## src/rtl/a429_rx_pkg.sv

```systemverilog
// Package: shared sizes and the read index encoding of the receive channel.
package a429_rx_pkg;
    localparam int WORD_BITS  = 32;
    localparam int LABEL_BITS = 8;
    localparam int DATA_BITS  = WORD_BITS - LABEL_BITS;
    localparam int BYTE_BITS  = 8;
    localparam int GAP_BITS   = 7;
    localparam int PRESCALE   = 8;
    localparam int CNT_BITS   = 6;
    localparam int SYNC_STAGES = 2;

    typedef enum logic [1:0] {
        SEL_B0    = 2'd0,
        SEL_B1    = 2'd1,
        SEL_B2    = 2'd2,
        SEL_LABEL = 2'd3
    } rd_sel_e;
endpackage

```

## src/rtl/a429_line_sync.sv

```systemverilog
// Module: a429_line_sync
// Brings the two pulse lines into the clk domain through STAGES flops each,
// builds the bit clock as their OR and reports its rising and falling edges.
// Assumes each pulse and each low interval lasts several clk periods.
module a429_line_sync #(
    parameter int STAGES = 2
) (
    input  logic clk,
    input  logic rst_n,
    input  logic one_i,
    input  logic zero_i,
    output logic bit_o,
    output logic rise_o,
    output logic fall_o
);
    localparam int LINES = 2;

    logic [LINES-1:0] raw;
    logic [LINES-1:0] synced;
    logic             bclk_q;
    logic             bclk;

    assign raw = {one_i, zero_i};

    generate
        for (genvar g = 0; g < LINES; g++) begin : g_line
            logic [STAGES-1:0] chain_q;
            // Shift the raw line through the synchroniser chain.
            always_ff @(posedge clk) begin
                if (!rst_n) chain_q <= '0;
                else        chain_q <= {chain_q[STAGES-2:0], raw[g]};
            end
            assign synced[g] = chain_q[STAGES-1];
        end
    endgenerate

    assign bclk  = |synced;
    assign bit_o = synced[1];

    // Hold the previous bit clock value for edge detection.
    always_ff @(posedge clk) begin
        if (!rst_n) bclk_q <= 1'b0;
        else        bclk_q <= bclk;
    end

    assign rise_o = bclk & ~bclk_q;
    assign fall_o = ~bclk & bclk_q;

    a_r1_edge_excl: assert property (@(posedge clk) disable iff (!rst_n)
        $onehot0({rise_o, fall_o}));
endmodule

```

## src/rtl/a429_gap_timer.sv

```systemverilog
// Module: a429_gap_timer
// Measures bit-clock idle time in units of PRESCALE clocks; gap_o pulses once
// when the count reaches limit_i. A limit of zero never produces a gap.
// Assumes fall_i is a one-clock pulse.
module a429_gap_timer #(
    parameter int N_W      = 7,
    parameter int PRESCALE = 8
) (
    input  logic           clk,
    input  logic           rst_n,
    input  logic           fall_i,
    input  logic [N_W-1:0] limit_i,
    output logic           gap_o
);
    localparam int PRE_W = $clog2(PRESCALE);

    logic [PRE_W-1:0] pre_q;
    logic [N_W-1:0]   cnt_q;
    logic             tick;

    assign tick = (pre_q == PRE_W'(PRESCALE - 1));

    // Free-running prescaler that produces one tick every PRESCALE clocks.
    always_ff @(posedge clk) begin
        if (!rst_n) pre_q <= '0;
        else        pre_q <= pre_q + 1'b1;
    end

    // Idle counter: cleared by a falling bit-clock edge, saturates at the limit.
    always_ff @(posedge clk) begin
        if (!rst_n)                       cnt_q <= '0;
        else if (fall_i)                  cnt_q <= '0;
        else if (tick && cnt_q < limit_i) cnt_q <= cnt_q + 1'b1;
    end

    assign gap_o = tick && !fall_i && (limit_i != '0) &&
                   (cnt_q == limit_i - 1'b1);

    a_r2_clear_on_fall: assert property (@(posedge clk) disable iff (!rst_n)
        fall_i |=> (cnt_q == '0));
    a_r2_gap_reaches_n: assert property (@(posedge clk) disable iff (!rst_n)
        gap_o |=> (cnt_q == $past(limit_i)));
endmodule

```

## src/rtl/a429_word_shift.sv

```systemverilog
// Module: a429_word_shift
// Shifts received bits in from the top so the first bit ends at bit 0, and
// counts bits with saturation. A gap (clear_i) restarts the count.
module a429_word_shift #(
    parameter int WIDTH = 32,
    parameter int CNT_W = 6
) (
    input  logic             clk,
    input  logic             rst_n,
    input  logic             rise_i,
    input  logic             bit_i,
    input  logic             clear_i,
    output logic [WIDTH-1:0] word_o,
    output logic [CNT_W-1:0] count_o
);
    localparam logic [CNT_W-1:0] CNT_MAX = '1;

    // Shift register loaded on each rising bit-clock edge.
    always_ff @(posedge clk) begin
        if (!rst_n)      word_o <= '0;
        else if (rise_i) word_o <= {bit_i, word_o[WIDTH-1:1]};
    end

    // Bit counter: restarts at a gap, saturates at its maximum.
    always_ff @(posedge clk) begin
        if (!rst_n)                          count_o <= '0;
        else if (clear_i)                    count_o <= rise_i ? CNT_W'(1) : '0;
        else if (rise_i && count_o != CNT_MAX) count_o <= count_o + 1'b1;
    end

    a_r4_count_step: assert property (@(posedge clk) disable iff (!rst_n)
        (rise_i && !clear_i && count_o != CNT_MAX) |=>
        (count_o == $past(count_o) + 1'b1));
endmodule

```

## src/rtl/a429_rx_channel.sv

```systemverilog
// Module: a429_rx_channel
// One ARINC 429 receive channel: line synchroniser, gap timer and shifter,
// then the transfer decision, the label/sync/data registers and the host
// byte-read port with its read lock. Assumes rd_en_i lasts one clock per byte.
module a429_rx_channel
    import a429_rx_pkg::*;
(
    input  logic                 clk,
    input  logic                 rst_n,
    input  logic                 line_one_i,
    input  logic                 line_zero_i,
    input  logic                 parity_en_i,
    input  logic                 filter_mode_i,
    input  logic                 cfg_wr_i,
    input  logic                 cfg_sel_i,
    input  logic [BYTE_BITS-1:0] cfg_data_i,
    input  logic                 rd_en_i,
    input  logic [1:0]           rd_idx_i,
    output logic [BYTE_BITS-1:0] rd_data_o,
    output logic                 ready_o
);
    localparam int ENA_BIT = BYTE_BITS - 1;

    logic                  bit_s, rise_s, fall_s, gap_s;
    logic [WORD_BITS-1:0]  word_s;
    logic [CNT_BITS-1:0]   cnt_s;
    logic [BYTE_BITS-1:0]  sync_q, label_q;
    logic [DATA_BITS-1:0]  buf_q;
    logic                  ready_q, lock_q, armed_q;
    logic                  parity_ok, label_ok, xfer;
    logic                  rd_last, rd_first;

    a429_line_sync #(.STAGES(SYNC_STAGES)) u_sync (
        .clk(clk), .rst_n(rst_n), .one_i(line_one_i), .zero_i(line_zero_i),
        .bit_o(bit_s), .rise_o(rise_s), .fall_o(fall_s));

    a429_gap_timer #(.N_W(GAP_BITS), .PRESCALE(PRESCALE)) u_gap (
        .clk(clk), .rst_n(rst_n), .fall_i(fall_s),
        .limit_i(sync_q[GAP_BITS-1:0]), .gap_o(gap_s));

    a429_word_shift #(.WIDTH(WORD_BITS), .CNT_W(CNT_BITS)) u_shift (
        .clk(clk), .rst_n(rst_n), .rise_i(rise_s), .bit_i(bit_s),
        .clear_i(gap_s), .word_o(word_s), .count_o(cnt_s));

    assign rd_last  = rd_en_i && (rd_idx_i == SEL_B2);
    assign rd_first = rd_en_i && (rd_idx_i == SEL_B0 || rd_idx_i == SEL_B1);

    assign parity_ok = !parity_en_i || (^word_s);
    assign label_ok  = !filter_mode_i || (word_s[LABEL_BITS-1:0] == label_q);
    assign xfer = gap_s && armed_q && (cnt_s == CNT_BITS'(WORD_BITS)) &&
                  !lock_q && !rd_en_i && sync_q[ENA_BIT] && parity_ok && label_ok;

    // The first gap after reset only arms the channel.
    always_ff @(posedge clk) begin
        if (!rst_n)     armed_q <= 1'b0;
        else if (gap_s) armed_q <= 1'b1;
    end

    // Sync/enable register, written by the host.
    always_ff @(posedge clk) begin
        if (!rst_n)                     sync_q <= '0;
        else if (cfg_wr_i && !cfg_sel_i) sync_q <= cfg_data_i;
    end

    // Label register: host write, or received label in pass-all mode.
    always_ff @(posedge clk) begin
        if (!rst_n)                        label_q <= '0;
        else if (cfg_wr_i && cfg_sel_i)    label_q <= cfg_data_i;
        else if (xfer && !filter_mode_i)   label_q <= word_s[LABEL_BITS-1:0];
    end

    // Data buffer takes the 24 non-label bits of a qualified word.
    always_ff @(posedge clk) begin
        if (!rst_n)    buf_q <= '0;
        else if (xfer) buf_q <= word_s[WORD_BITS-1:LABEL_BITS];
    end

    // Ready flag: set by a transfer, cleared by reading the last data byte.
    always_ff @(posedge clk) begin
        if (!rst_n)       ready_q <= 1'b0;
        else if (xfer)    ready_q <= 1'b1;
        else if (rd_last) ready_q <= 1'b0;
    end

    // Read lock: held from the first byte read until the last byte read.
    always_ff @(posedge clk) begin
        if (!rst_n)        lock_q <= 1'b0;
        else if (rd_last)  lock_q <= 1'b0;
        else if (rd_first) lock_q <= 1'b1;
    end

    // Byte read multiplexer.
    always_comb begin
        unique case (rd_sel_e'(rd_idx_i))
            SEL_B0:    rd_data_o = buf_q[BYTE_BITS-1:0];
            SEL_B1:    rd_data_o = buf_q[2*BYTE_BITS-1:BYTE_BITS];
            SEL_B2:    rd_data_o = buf_q[3*BYTE_BITS-1:2*BYTE_BITS];
            default:   rd_data_o = label_q;
        endcase
    end

    assign ready_o = ready_q;

    a_r3_unarmed_idle: assert property (@(posedge clk) disable iff (!rst_n)
        !armed_q |-> !ready_q);
    a_r6_disabled_hold: assert property (@(posedge clk) disable iff (!rst_n)
        !sync_q[ENA_BIT] |=> $stable(buf_q));
    a_r7_filter_label_hold: assert property (@(posedge clk) disable iff (!rst_n)
        (filter_mode_i && !(cfg_wr_i && cfg_sel_i)) |=> $stable(label_q));
    a_r9_ready_clear: assert property (@(posedge clk) disable iff (!rst_n)
        rd_last |=> !ready_q);
    a_r10_lock_hold: assert property (@(posedge clk) disable iff (!rst_n)
        (lock_q || rd_en_i) |=> $stable(buf_q));
endmodule

```

## config.mk

```make
export PLATFORM = sky130hd
export DESIGN_NAME = a429_rx_channel
export DESIGN_NICKNAME = d
export VERILOG_FILES = /design/src/rtl/a429_rx_pkg.sv /design/src/rtl/a429_line_sync.sv /design/src/rtl/a429_gap_timer.sv /design/src/rtl/a429_word_shift.sv /design/src/rtl/a429_rx_channel.sv
export SDC_FILE = /design/constraint.sdc
export NUM_CORES = 1
export LEC_CHECK = 0
export ABC_AREA = 1
export CAP_MARGIN = 0
export CORE_ASPECT_RATIO = 1.5
export CORE_UTILIZATION = 45
export CTS_BUF_LIST = sky130_fd_sc_hd__clkbuf_8
export DETAILED_ROUTE_END_ITERATION = 12
export PLACE_DENSITY = 0.72
export SYNTH_ARGS = -nofsm -noshare
export SYNTH_HDL_FRONTEND = slang
export SYNTH_SLANG_ARGS = --single-unit
export TNS_END_PERCENT = 30
```

## constraint.sdc

```tcl
create_clock -name clk -period 2.25 [get_ports clk]
set_input_delay 0.3375 -clock clk [delete_from_list [all_inputs] [get_ports clk]]
set_output_delay 0.3375 -clock clk [all_outputs]
set_load 0.02 [all_outputs]
```

==> metrics.cfg <==
[clock_tree]
cts_tree=done
clock_latency_ps=390
clk_path_buf_depth=2
hold_buffers=0
cts_buffers=9
htreeDepth=3
clkTransAtPathRegs_ps=110
cts-root-buf=clkbuf_8
cts_sinks=96

[final_layout]
antenna_cells=0
fill_cells=1148
layout_common_cells=250 x nand2_1, 92 x dfxtp_1, 78 x inv_1
area_growth_pct=15.8
drive_gt1_share_pct=14.1
final_net_count=863
layout_commonest_cell=nand2_1

[power_and_ir_drop]
vdd_drop_max_v=0.000331
power_frac_comb_pct=21.8
p_clk_share_pct=29.1
leakage_nw=2.76
intPower_mw=2.51
pwr-share-seq_pct=49.0
power_mw=3.77
p_sw_mw=1.26
power_density_mw_per_mm2=612
p_sw_share_pct=33.4

[sta]
slew_headroom_pct=62.6
fin_ws_ps=75.0
worst_pin_slew_ps=561
fmaxAchievable_mhz=460
min_period_ps=2170
setup_viol=0
report.final.slew_viol_count=0
rsz0062_at_grt=true
finalCritPeriodShare_pct=96.7
final_hold_viol_count=0
finClkSkew_ps=14.8

[placement]
port_buffers=27
hpwl_um=9060
place_congestion=0.783
pre_cts_ws_ps=-196

[global_routing]
grt.overflow.total=0
track_usage_pct=21.0
antenna_found_initial=0
grt_max_degree=64
first_global_vias=4473
grt_pass1_wl_um=20600

[worst_setup_path]
crit_slowest_cell=clkdlybuf4s50_1
cpMostUsedCell=buf_4
path_buf_inv=4
worstPathRequired_ps=1910
crit_family=buffers and inverters
start_kind=input pin
startpoint=rd_idx_i[1]
crit_path_end_kind=output port
crit_path_max_incr_delay_ps=480
critical_path_class=in2out
regToRegStartpoint=u_gap.cnt_q[0]
cp.arrival_ps=1840
worstPathCellList=clkdlybuf4s50_1 > buf_4 > nor2_1 > buf_4 > a221oi_1 > o21ai_0 > clkdlybuf4s15_1
crit_fanout=8

[synth]
synth_fp_nets=824
ys_seq_area_share_pct=36.1
netlist_instances=791
synth_cell_types=33
synth-seq-cells=96
syn_avg_cell_area_um2=6.73
syn-cell-area_mm2=0.00532
yosys_warnings=0

[drt]
wirelength_um=12300
num_vias=4970
vias_per_cell=5.05
drt_iter0_drc=202
ant_nets=0
wire_per_inst_um=12.5
drt-pass1-iter-count=5
drc=0

[floorplan]
die_area_mm2=0.0123
rows=48
initial_core_util_pct=46.2
core_area_mm2=0.0115
fp.dieH_um=135
ios=28
die_w_um=90.8

[min_path]
hp-start=rst_n
hold_path.class=in2reg

[run]
maxCapViolCount=0

[outcome]
outcome=completed

through the flow:
stage | cells | hold slack [ps] | util [%] | instance area, µm² | setup TNS, ps
after floorplan | 791 | 390 | - | 5320 | 0
after global placement | 968 | 395 | 51.5 | 5940 | -962
after detailed placement | 968 | 402 | 51.5 | 5940 | -977
after CTS | 984 | 225 | 53.0 | 6110 | 0
after global routing | 985 | 232 | 53.4 | 6160 | -27.4
final | 985 | 243 | 53.4 | 6160 | 0
per-layer routing:
| layer | up-vias | track usage, % | wire length (µm) |
|---|---|---|---|
| li1 | 2629 | - | - |
| met4 | 0 | 9.26 | 314 |
| met3 | 23 | 3.31 | 493 |
| met2 | 97 | 36.3 | 6030 |
| met5 | - | 0 | 0 |
| met1 | 2221 | 25.6 | 5490 |
cells in the mapped netlist, drive strengths merged:
| library cell | number | area (µm²) |
|---|---|---|
| xnor2 | 7 | 61.3 |
| o21ai | 56 | 280 |
| xor2 | 11 | 96.3 |
| a21oi | 58 | 290 |
| o211ai | 1 | 7.51 |
| nand3 | 24 | 150 |
| nor3b | 2 | 15.0 |
| nor3 | 4 | 20.0 |
| inv | 88 | 330 |
| clkinv | 2 | 7.51 |
| a31oi | 2 | 12.5 |
| and3 | 3 | 18.8 |
| nand2 | 253 | 962 |
| nor2 | 96 | 475 |
| dfxtp | 96 | 1920 |
| nand4 | 8 | 50.1 |
| ha | 14 | 175 |
| a221oi | 3 | 26.3 |
| o2111ai | 29 | 254 |
| o21a | 1 | 7.51 |
| nor4 | 1 | 6.26 |
| a41oi | 1 | 8.76 |
| clkbuf | 20 | 75.1 |
| buf | 11 | 70.1 |
cells by family (layout without fill, tap and decap cells):
| family | Yosys count | in the layout | share of synthesized area, % |
|---|---|---|---|
| simple gates | 391 | 391 | 31.9 |
| fa+ha+maj | 14 | 14 | 3.29 |
| xor+xnor | 18 | 18 | 2.96 |
| flops | 96 | 96 | 36.1 |
| compound gates | 151 | 151 | 16.7 |
| buf+inv | 121 | 165 | 9.07 |
sequential cells by signal, summed over array words and instances (netlist names):
signal                 count
buf_q                     24
u_sync.bclk_q              1
ready_o                    1
armed_q                    1
u_gap.cnt_q                7
label_q                    8
u_shift.count_o            6
u_sync.g_line.chain_q      4
u_gap.pre_q                3
sync_q                     8
lock_q                     1
u_shift.word_o            32
cell type report:
type / instances / area [µm²] / share of cell area [%]
Clock buffer: 9 / 124 / 2.01
Clock inverter: 7 / 62.6 / 1.02
Inverter: 90 / 338 / 5.48
Multi-Input combinational cell: 574 / 2960 / 48.1
Sequential cell: 96 / 1930 / 31.3
Tap cell: 150 / 188 / 3.05
Timing Repair Buffer: 59 / 561 / 9.10
power groups by stage:
stage | Clock (mW) | Sequential (mW) | Combinational [mW]
2_1_floorplan | 0 | 1.86 | 0.575
3_3_place_gp | 0 | 1.88 | 0.787
3_5_place_dp | 0 | 1.88 | 0.803
4_1_cts | 1.14 | 1.84 | 0.804
5_1_grt | 1.19 | 1.86 | 0.944
6_report | 1.10 | 1.85 | 0.823
worst reg2reg max path, cell delays in order, from the launching register on:
cell and delay [ps]:
dfxtp_1 340, inv_1 70, ha_1 270, a21oi_1 100
nor3b_2 210, nand3_2 110, nor2_4 140, nand2_2 80
nor2_4 120, nand3_2 110, nand2_4 130, buf_12 150
nor2_2 50, nor2_2 100
path summary, 6_finish.rpt:
check	slack (ps)	endpoint	cells past startpoint
worst min register to register	420	u_sync.g_line[1].chain_q[1]	2
worst max register to register	220	buf_q[8]	13
worst min-delay path	240	u_sync.g_line[1].chain_q[1]	3
worst max-delay path	80	rd_data_o[1]	7
repair_timing:
action	in CTS	in global routing
pin swaps	0	3
resized for setup	8	14
endpoints found under the setup margin	8	35
setup buffers	0	1
No activity file was read; power rests on OpenSTA's default activity.
